$ cat src/rtl/spi_pkg.sv
package spi_pkg;
  localparam int DW = 8;

  typedef enum logic [1:0] {
    A_CTRL = 2'd0,
    A_STAT = 2'd1,
    A_DATA = 2'd2
  } reg_addr_e;

  typedef struct packed {
    logic       ie;
    logic       en;
    logic       mstr;
    logic       cpol;
    logic       cpha;
    logic [2:0] rate;
  } ctrl_t;
endpackage

$ cat src/rtl/spi_rate_gen.sv
module spi_rate_gen #(
  parameter int RATE_MAX = 4,
  localparam int CW = (RATE_MAX < 1) ? 1 : RATE_MAX
) (
  input  logic       clk,
  input  logic       rst_n,
  input  logic       run,
  input  logic [2:0] rate,
  output logic       tick
);
  logic [CW-1:0] cnt;
  logic [2:0]    rate_eff;
  logic [CW:0]   half;
  logic [CW:0]   lim;

  always_comb begin
    rate_eff = (rate > 3'(RATE_MAX)) ? 3'(RATE_MAX) : rate;
    half     = (CW+1)'(1) << rate_eff;
    lim      = half - (CW+1)'(1);
    tick     = run && ({1'b0, cnt} == lim);
  end

  always_ff @(posedge clk or negedge rst_n) begin
    if (!rst_n)             cnt <= '0;
    else if (!run || tick)  cnt <= '0;
    else                    cnt <= cnt + CW'(1);
  end
endmodule

$ cat src/rtl/spi_shift_core.sv
module spi_shift_core #(
  parameter int DW = 8,
  localparam int EW = $clog2(2*DW),
  localparam int BW = $clog2(DW)
) (
  input  logic          clk,
  input  logic          rst_n,
  input  logic          en,
  input  logic          mstr,
  input  logic          cpol,
  input  logic          cpha,
  input  logic          tx_wr,
  input  logic [DW-1:0] tx_data,
  input  logic          tick,
  input  logic          abort,
  input  logic          sck_s,
  input  logic          ss_s,
  input  logic          mosi_s,
  input  logic          miso_raw,
  output logic          mbusy,
  output logic          sel,
  output logic          sck_lvl,
  output logic          out_bit,
  output logic          done,
  output logic [DW-1:0] rx_data
);
  logic [DW-1:0] sr, sr_nxt;
  logic [EW-1:0] ecnt;
  logic [BW-1:0] bcnt;
  logic          tog, sck_d, out_q;
  logic          s_edge, lead, trail, samp, shft, in_bit, m_last, s_last;

  always_comb begin
    sel    = en && !mstr && !ss_s;
    s_edge = sel && (sck_s != sck_d);
    lead   = (tick && !ecnt[0]) || (s_edge && (sck_s != cpol));
    trail  = (tick &&  ecnt[0]) || (s_edge && (sck_s == cpol));
    samp   = cpha ? trail : lead;
    shft   = cpha ? lead  : trail;
    in_bit = mbusy ? miso_raw : mosi_s;
    sr_nxt = samp ? {sr[DW-2:0], in_bit} : sr;
    m_last = tick && !abort && (ecnt == EW'(2*DW-1));
    s_last = samp && sel && (bcnt == BW'(DW-1));
    done   = m_last || s_last;
  end

  assign sck_lvl = cpol ^ tog;
  assign out_bit = out_q;

  always_ff @(posedge clk or negedge rst_n) begin
    if (!rst_n) begin
      sr      <= '0;
      out_q   <= 1'b0;
      sck_d   <= 1'b0;
      bcnt    <= '0;
      rx_data <= '0;
    end else begin
      sck_d <= sck_s;
      if (tx_wr) sr <= tx_data;
      else       sr <= sr_nxt;
      if (tx_wr && !cpha)               out_q <= tx_data[DW-1];
      else if (shft)                    out_q <= sr[DW-1];
      else if (!mbusy && !sel && !cpha) out_q <= sr[DW-1];
      if (!sel)      bcnt <= '0;
      else if (samp) bcnt <= bcnt + BW'(1);
      if (done) rx_data <= sr_nxt;
    end
  end

  always_ff @(posedge clk or negedge rst_n) begin
    if (!rst_n) begin
      mbusy <= 1'b0;
      ecnt  <= '0;
      tog   <= 1'b0;
    end else if (abort || !en || !mstr) begin
      mbusy <= 1'b0;
      ecnt  <= '0;
      tog   <= 1'b0;
    end else if (tx_wr) begin
      mbusy <= 1'b1;
      ecnt  <= '0;
      tog   <= 1'b0;
    end else if (tick) begin
      tog  <= ~tog;
      ecnt <= ecnt + EW'(1);
      if (m_last) mbusy <= 1'b0;
    end
  end

  p_tick_busy_r3: assert property (@(posedge clk) disable iff (!rst_n)
    tick |-> mbusy);
  p_idle_sck_r4: assert property (@(posedge clk) disable iff (!rst_n)
    !mbusy |-> (sck_lvl == cpol));
  p_start_idle_r7: assert property (@(posedge clk) disable iff (!rst_n)
    tx_wr |-> (!mbusy && !sel));
endmodule

$ cat src/rtl/spi_regs.sv
module spi_regs
  import spi_pkg::*;
(
  input  logic          clk,
  input  logic          rst_n,
  input  logic [1:0]    addr,
  input  logic          wr,
  input  logic          rd,
  input  logic [7:0]    wdata,
  input  logic          busy,
  input  logic          done_p,
  input  logic [DW-1:0] rx_data,
  input  logic          modf_det,
  output ctrl_t         ctrl_q,
  output logic          tx_wr,
  output logic [7:0]    rdata,
  output logic          irq
);
  logic done_f, wcol_f, modf_f, arm_d, arm_m;
  logic cwr, dwr, drd, dacc, srd;

  always_comb begin
    cwr   = wr && (addr == A_CTRL);
    dwr   = wr && (addr == A_DATA);
    drd   = rd && (addr == A_DATA);
    srd   = rd && (addr == A_STAT);
    dacc  = dwr || drd;
    tx_wr = dwr && !busy;
    irq   = ctrl_q.ie && (done_f || wcol_f || modf_f);
    case (addr)
      A_CTRL:  rdata = 8'(ctrl_q);
      A_STAT:  rdata = {done_f, wcol_f, modf_f, 4'b0000, busy};
      A_DATA:  rdata = 8'(rx_data);
      default: rdata = 8'h00;
    endcase
  end

  always_ff @(posedge clk or negedge rst_n) begin
    if (!rst_n) begin
      ctrl_q <= '0;
      done_f <= 1'b0;
      wcol_f <= 1'b0;
      modf_f <= 1'b0;
      arm_d  <= 1'b0;
      arm_m  <= 1'b0;
    end else begin
      if (cwr)      ctrl_q      <= ctrl_t'(wdata);
      if (modf_det) ctrl_q.mstr <= 1'b0;

      if (dacc && arm_d)                 arm_d <= 1'b0;
      else if (srd && (done_f || wcol_f)) arm_d <= 1'b1;

      if (done_p)              done_f <= 1'b1;
      else if (dacc && arm_d)  done_f <= 1'b0;

      if (dwr && busy)         wcol_f <= 1'b1;
      else if (dacc && arm_d)  wcol_f <= 1'b0;

      if (cwr && arm_m)        arm_m <= 1'b0;
      else if (srd && modf_f)  arm_m <= 1'b1;

      if (modf_det)            modf_f <= 1'b1;
      else if (cwr && arm_m)   modf_f <= 1'b0;
    end
  end

  p_wcol_set_r7: assert property (@(posedge clk) disable iff (!rst_n)
    (dwr && busy) |=> wcol_f);
  p_done_clear_r8: assert property (@(posedge clk) disable iff (!rst_n)
    (dacc && arm_d && !done_p) |=> !done_f);
  p_modf_drop_r9: assert property (@(posedge clk) disable iff (!rst_n)
    modf_det |=> (modf_f && !ctrl_q.mstr));
endmodule

$ cat src/rtl/spi_ctl.sv
module spi_ctl
  import spi_pkg::*;
#(
  parameter int SYNC_STAGES = 2,
  parameter int RATE_MAX    = 4
) (
  input  logic       clk,
  input  logic       rst_n,
  input  logic [1:0] reg_addr,
  input  logic       reg_wr,
  input  logic       reg_rd,
  input  logic [7:0] reg_wdata,
  output logic [7:0] reg_rdata,
  output logic       irq,
  input  logic       sck_i,
  output logic       sck_o,
  output logic       sck_oe,
  input  logic       mosi_i,
  output logic       mosi_o,
  output logic       mosi_oe,
  input  logic       miso_i,
  output logic       miso_o,
  output logic       miso_oe,
  input  logic       ss_n_i
);
  localparam logic [2:0] SYNC_RST = 3'b010;

  ctrl_t         ctrl_q;
  logic [2:0]    syn [SYNC_STAGES];
  logic          sck_s, ss_s, mosi_s;
  logic          tick, tx_wr, done_p, mbusy, sel, busy, modf_det;
  logic          sck_lvl, out_bit;
  logic [DW-1:0] rx_data;

  for (genvar g = 0; g < SYNC_STAGES; g++) begin : g_sync
    always_ff @(posedge clk or negedge rst_n) begin
      if (!rst_n) syn[g] <= SYNC_RST;
      else if (g == 0) syn[g] <= {sck_i, ss_n_i, mosi_i};
      else syn[g] <= syn[(g == 0) ? 0 : g-1];
    end
  end

  assign {sck_s, ss_s, mosi_s} = syn[SYNC_STAGES-1];
  assign busy     = mbusy || sel;
  assign modf_det = ctrl_q.en && ctrl_q.mstr && !ss_s;

  spi_regs u_regs (
    .clk, .rst_n,
    .addr(reg_addr), .wr(reg_wr), .rd(reg_rd), .wdata(reg_wdata),
    .busy, .done_p, .rx_data, .modf_det,
    .ctrl_q, .tx_wr, .rdata(reg_rdata), .irq
  );

  spi_rate_gen #(.RATE_MAX(RATE_MAX)) u_rate (
    .clk, .rst_n, .run(mbusy), .rate(ctrl_q.rate), .tick
  );

  spi_shift_core #(.DW(DW)) u_core (
    .clk, .rst_n,
    .en(ctrl_q.en), .mstr(ctrl_q.mstr), .cpol(ctrl_q.cpol), .cpha(ctrl_q.cpha),
    .tx_wr, .tx_data(reg_wdata[DW-1:0]), .tick, .abort(modf_det),
    .sck_s, .ss_s, .mosi_s, .miso_raw(miso_i),
    .mbusy, .sel, .sck_lvl, .out_bit, .done(done_p), .rx_data
  );

  assign sck_o   = sck_lvl;
  assign mosi_o  = out_bit;
  assign miso_o  = out_bit;
  assign sck_oe  = ctrl_q.en && ctrl_q.mstr;
  assign mosi_oe = ctrl_q.en && ctrl_q.mstr;
  assign miso_oe = sel;

  p_drv_excl_r6: assert property (@(posedge clk) disable iff (!rst_n)
    !(miso_oe && (sck_oe || mosi_oe)));
  p_modf_release_r9: assert property (@(posedge clk) disable iff (!rst_n)
    modf_det |=> (!sck_oe && !mosi_oe));
endmodule

$ cat config.mk
export PLATFORM = sky130hd
export DESIGN_NAME = spi_ctl
export DESIGN_NICKNAME = d
export VERILOG_FILES = /design/src/rtl/spi_pkg.sv /design/src/rtl/spi_rate_gen.sv /design/src/rtl/spi_shift_core.sv /design/src/rtl/spi_regs.sv /design/src/rtl/spi_ctl.sv
export SDC_FILE = /design/constraint.sdc
export NUM_CORES = 1
export LEC_CHECK = 0
export BUFFER_PORTS_ARGS = -buffer_cell sky130_fd_sc_hd__buf_2
export CAP_MARGIN = 20
export CELL_PAD_IN_SITES_DETAIL_PLACEMENT = 1
export CELL_PAD_IN_SITES_GLOBAL_PLACEMENT = 1
export CORE_MARGIN = 2
export CORE_UTILIZATION = 48
export DETAILED_ROUTE_END_ITERATION = 7
export PLACE_DENSITY = 0.88
export SYNTH_ARGS = -nofsm -noshare
export SYNTH_HDL_FRONTEND = slang
export SYNTH_SLANG_ARGS = --single-unit
$ cat constraint.sdc
create_clock -name clk -period 5.95 [get_ports clk]
set_input_delay 0.595 -clock clk [delete_from_list [all_inputs] [get_ports clk]]
set_output_delay 0.595 -clock clk [all_outputs]
set_load 0.05 [all_outputs]
## Word level (Yosys, flattened, before mapping)

Cells that the tools add are included.

- Eq/ne operators: 9
- Add/sub/neg operators: 4
- Divide/modulo/power cells: 0
- Shift-type cells: 1
- Multipliers: 0
- Order comparisons: 1
- Mux-type cells: 34
- Bitwise gates (word level): 2
- Reductions and logical operators: 58

Operators with widths:

| kind | number |
|---|---|
| 1-bit logical AND | 28 |
| 8-bit one-hot mux with 3 select lines | 1 |
| 1-bit two-way mux | 23 |
| 4-bit two-way mux | 4 |
| 8-bit two-way mux | 2 |
| 2-bit nonzero test | 6 |
| 1-bit logical OR | 10 |
| 1-bit zero test | 9 |
| 3-bit two-way mux | 3 |
| 3-bit nonzero test | 3 |
| 4-bit by 1-bit adder with 4-bit output, second input constant | 2 |
| 6-bit two-way mux | 1 |
| 4-bit by 5-bit equality test with 1-bit output | 1 |
| 1-bit by 3-bit << shifter with 5-bit output, first input constant | 1 |
| 5-bit by 1-bit subtractor with 5-bit output, second input constant | 1 |
| 4-bit equality test, second input constant | 1 |
| 3-bit by 1-bit adder with 3-bit output, second input constant | 1 |
| 3-bit equality test, second input constant | 1 |
| 3-bit greater-than comparator, second input constant | 1 |
| 2-bit by 1-bit equality test with 1-bit output, second input constant | 1 |
| 2-bit equality test, second input constant | 1 |
| 2-bit zero test | 1 |
| 1-bit inequality test | 2 |
| 2-bit by 1-bit inequality test with 1-bit output, second input constant | 1 |
| other kinds (4) | 4 |

- Latch bits: 0
- Output and inout bits: 15
- RAM bits: 0
- Memories kept: 0
- Input port bits: 18
- Bits in read-only memories: 0
- Word-level logic and storage cells: 131
- Bits in registers: 50

## Logic depth before layout (Yosys ltp)

- Word-level depth: 13
- Gate-level depth with buffers: 8
- Depth with buffers taken out: 7

## By module

From an unflattened synthesis, not the netlist that was laid out.

- Cell total of the unflattened synthesis: 248
- Area total of the unflattened synthesis: 2575.0 um^2

Modules (own cells, without submodules):

| module | seq. area each (um^2) | area each (um^2) | cells each | times used |
|---|---|---|---|---|
| spi_shift_core | 675.6 | 1427.6 | 143 | 1 |
| spi_regs | 325.3 | 701.9 | 66 | 1 |
| spi_rate_gen | 100.1 | 256.5 | 28 | 1 |
| spi_ctl | 152.6 | 188.9 | 11 | 1 |

## Worst setup path before layout

Ideal clock, no wire load.

- Path kind: in2out
- Start: input reg_addr[1]
- End: output reg_rdata[0]
- Cell stages on the path: 3
- Required time: 5.355 ns
- Buffers on the path: 1
- Arrival: 2.219 ns
- Slack: 3.136 ns
- Path through: clkbuf_1 > mux2i_1 > o21ai_0

- Cells in the longest elaborated chain, start to end: 2
- Elaborated cells on any way between the ends: 4
- Classes of those cells: eq/ne: 2; mux: 1; reduce/logical: 1

Ends and longest elaborated chain:

| element | RTL line | text |
|---|---|---|
| from (decl) | spi_ctl.sv:9 | `input logic [1:0] reg_addr,` |
| 2-bit equality test, or another cell as far along | spi_regs.sv:30 | `case (addr)` |
| 8-bit one-hot mux with 3 select lines (*) | spi_regs.sv:30 |  |
| to (decl) | spi_ctl.sv:13 | `output logic [7:0] reg_rdata,` |

Every way passes the cells marked *; elsewhere a longest branch is shown, timed or not.

## Worst setup path in the final report

- Start: register syn, in the netlist ss_s
- End: register u_core.out_q, in the netlist u_core.out_bit

- Cells in the longest elaborated chain, start to end: 8
- Elaborated cells on any way between the ends: 18
- Classes of those cells: mux: 3; reduce/logical: 15

Ends and longest elaborated chain:

| element | RTL line | text |
|---|---|---|
| from (decl) | spi_ctl.sv:29 | `logic [2:0] syn [SYNC_STAGES];` |
| from (signal, indexed assignment) | spi_ctl.sv:38 | `else if (g == 0) syn[g] <= {sck_i, ss_n_i, mosi_i};` |
| from (signal, indexed assignment) | spi_ctl.sv:39 | `else syn[g] <= syn[(g == 0) ? 0 : g-1];` |
| 1-bit zero test (*) | spi_shift_core.sv:34 | `sel = en && !mstr && !ss_s;` |
| 1-bit logical AND (*) | spi_shift_core.sv:34 |  |
| 1-bit logical AND | spi_shift_core.sv:35 | `s_edge = sel && (sck_s != sck_d);` |
| 1-bit logical AND, on equally long branches | spi_shift_core.sv:37, spi_shift_core.sv:36 |  |
| 1-bit logical OR, on equally long branches | spi_shift_core.sv:37, spi_shift_core.sv:36 |  |
| 1-bit two-way mux | spi_shift_core.sv:39 | `shft = cpha ? lead : trail;` |
| 1-bit two-way mux | spi_shift_core.sv:62 | `else if (shft) out_q <= sr[DW-1];` |
| 1-bit two-way mux | spi_shift_core.sv:61 | `if (tx_wr && !cpha) out_q <= tx_data[DW-1];` |
| to (signal assigned) | spi_shift_core.sv:61 |  |
| to (signal assigned) | spi_shift_core.sv:62 |  |
| to (signal assigned) | spi_shift_core.sv:63 | `else if (!mbusy && !sel && !cpha) out_q <= sr[DW-1];` |
| to (decl) | spi_shift_core.sv:30 | `logic tog, sck_d, out_q;` |

Marked as above.
A chain may end at the register's enable or synchronous reset.

==> results by group <==
Detailed routing
  – M1 wire length: roughly 2500 um
  – # DRC: 0
  – Top sig layer: met4
  – First DRT Iteration DRCs: around 80
  – Met3 WL: ~140 um
  – Detail Route Antenna Nets: 0
  – Routed Wire Length: between 5000 and 6000 um
  – Via Count: 1800
  – Average wire per standard cell: 16.81 um
  – WL met2: about 2800 um
  – Pre-antenna DRT Iters: 4
  – Via density: ~5.4

Timing
  – Setup Total Neg Slack: 0 ps
  – Slew Viols, Final: 0
  – Final hold vios: 0
  – # setup viols final: 0
  – Setup WS post-layout: ~3200 ps
  – Period utilization: 0.4539
  – Tightest Pin Transition: approximately 880 ps
  – Skew final: approximately 9 ps
  – Fmax achieved: around 370 MHz
  – Worst slew margin: 0.4141
  – Minimum clock period: ~2700 ps
  – Unrepaired setup endpoints after global routing: false

Clock network
  – Clock transition at path regs: ~90 ps
  – H-tree levels: 2
  – Post_cts resized: 0
  – Hold buffers post-CTS: 0
  – CTS tree: done
  – Root Buffer: clkbuf_8
  – Setup Buffers After CTS: 0
  – TritonCTS buffer count: 5
  – Worst-skew pair later-pin latency: 310 ps
  – Num Clock Sinks: 50
  – Buffer depth of the longest clock path: 2

Synthesis
  – Mapped Area: between 2000 and 2500 sq um
  – Gate Count Post-Synth: 227
  – Fraction of registers with async set/reset: 1.000
  – Ys Warns: 0
  – Number of enable flip-flop cells after synthesis: 0
  – Seq/Total Area, Yosys: 0.5068
  – Syn avg cell area: 10.90 sq um
  – Post-synth cell types: between 40 and 50
  – Flop and latch count out of synthesis: 50
  – Post-Syn Nets: 249
  – Ys flop type: dfrtp_1

Worst setup path
  – Crit end category: flop
  – Worst Path Max Fanout: 18
  – Worst path cell trace: or3b_1, inv_2, nor2_1, nand3_1, nor2_1, mux2_1, mux2_2
  – Required @ worst endpoint: around 6000 ps
  – Critical path's slowest cell: nand3_1
  – Top cell by count, worst path: nor2_1
  – CP max stage delay: around 580 ps
  – Kind of critical path: flop to flop
  – Startpoint types: flop
  – Crit path DAT: around 2900 ps

GRT
  – Largest net degree at the start of global routing: 27
  – Vias in the first global route: approximately 1.9k
  – Initial antenna violation count: 0
  – First-pass GRT wire length: just over 9000 um
  – Gr ovfl total: 0
  – Total Routing Usage GR: 0.2185

Die
  – Num rows: 26
  – Starting Density: 0.4906
  – Die height: around 76 um
  – Core box area: around 5000 sq um
  – Horiz. Die Dim: approximately 76 um
  – Top Ports: 33
  – Die area: between 5000 and 6000 sq um

Layout
  – Fillers: 581
  – Fraction of layout cells with a size suffix above 1: 0.2414
  – Area Growth Syn to Fin: 12.54%
  – Fin util: 0.5521
  – # nets final: 282
  – Inserted Diodes: 0

Placed design
  – Dpl ws: around 3200 ps
  – GPL Wtd Cong: 0.7792
  – I/O Buffers: 32
  – Placed wire-length estimate: ~4200 um

Worst hold path
  – Worst hold-check path type: input pin to async pin

Run
  – Max Cap Viol: 0

Pwr
  – Worst vdd ir: between 150 and 200 uV
  – Pwr dens: roughly 320 nW/um^2
  – Lkg Pwr: 0.001333 uW

Status
  – Status: complete, no violations
## synth_stat cells, types with 3 or more instances
cell | instances | share of area
a21oi_1 | 12 | 0.024
buf_4 | 3 | 0.0091
clkbuf_1 | 3 | 0.0046
dfrtp_1 | 48 | 0.49
ha_1 | 4 | 0.020
inv_1 | 9 | 0.014
mux2_2 | 10 | 0.046
mux2i_1 | 26 | 0.11
nand2_1 | 20 | 0.030
nand3_1 | 5 | 0.010
nor2_1 | 30 | 0.046
nor2b_1 | 3 | 0.0076
o21ai_0 | 10 | 0.020
xnor2_1 | 3 | 0.011
xor2_1 | 3 | 0.011
## stage by stage
stage	instances	area (sq um)	total power [uW]	hold slack, ps
finish	331	2784	897.6	276.1
detailed placement	323	2693	702.7	336.3
floorplan	227	2474	630.5	299.4
global placement	322	2673	684.7	333.7
global route	331	2784	948.5	302.0
CTS	331	2784	905.9	303.1
## worst paths after layout
check / startpoint / to / slack, ps / cells past startpoint
worst max-delay path: ss_s$_DFF_PN1_ / u_core.out_bit$_DFFE_PN0P_ / 3250 / 7
worst min-delay path: rst_n / u_regs.wcol_f$_DFFE_PN0P_ / 280 / 1
worst max register to register: ss_s$_DFF_PN1_ / u_core.out_bit$_DFFE_PN0P_ / 3250 / 7
worst min register to register: syn[3]$_DFF_PN0_ / mosi_s$_DFF_PN0_ / 350 / 0
max in group asynchronous: rst_n / ss_s$_DFF_PN1_ / 5050 / 2
min in group clk: syn[3]$_DFF_PN0_ / mosi_s$_DFF_PN0_ / 350 / 0
## flip-flops by register name, summed over array words and instances, names as in the netlist, 3 cells and up
register and flops:
u_core.ecnt 4, syn 3, u_rate.cnt 4, u_core.bcnt 3
u_core.sr 8, u_regs.ctrl_q 8, u_core.rx_data 8
## final cells by class
cell class | instances | area (sq um) | share of cell area
multi-input cells | 159 | 1126 | 0.4045
well taps | 70 | 87.58 | 0.03146
clock buffers | 7 | 86.33 | 0.03101
clock inverters | 1 | 5.005 | 0.001798
inverters | 10 | 37.54 | 0.01348
repair buffers | 34 | 187.7 | 0.06742
flip-flops and latches | 50 | 1254 | 0.4503
## power by group
group          switching (uW)  internal (uW)
Combinational             165           88.6
Clock                     109           94.0
Sequential               49.6            392
Total                     323            574
## worst max-delay path, delay by kind of cell, from the launching register on
family        cells  cell delay [ps]
flops             1              570
buf+inv           1               80
simple gates      4             1320
mux               2              620
## cells in the final DEF (no fill, tap or decap), types with 4 or more instances in the layout
cell type	Yosys	layout
a21oi_1	12	12
buf_2	0	32
clkbuf_8	0	6
dfrtp_1	48	48
ha_1	4	4
inv_1	9	9
mux2_2	10	10
mux2i_1	26	26
nand2_1	20	20
nand3_1	5	5
nor2_1	30	30
o21ai_0	10	10
## routing by layer
metal | global-route usage | vias to the layer above
met2 | 0.3630 | 32
li1 | - | 850
met4 | 0.07212 | 0
met5 | 0 | -
met1 | 0.2866 | 907
met3 | 0.04365 | 11
## kinds of logic after synthesis
group	count (synthesis)	share of synthesized area
DFF	50	0.5068
xor gates and xnor gates	6	0.02125
muxes	39	0.1659
and+or+nand+nor	72	0.1386
adders and majority gates	4	0.02023
buffers and inverters	18	0.03793
AOI/OAI and AO/OA	38	0.1093
No activity file was read; power rests on OpenSTA's default activity.
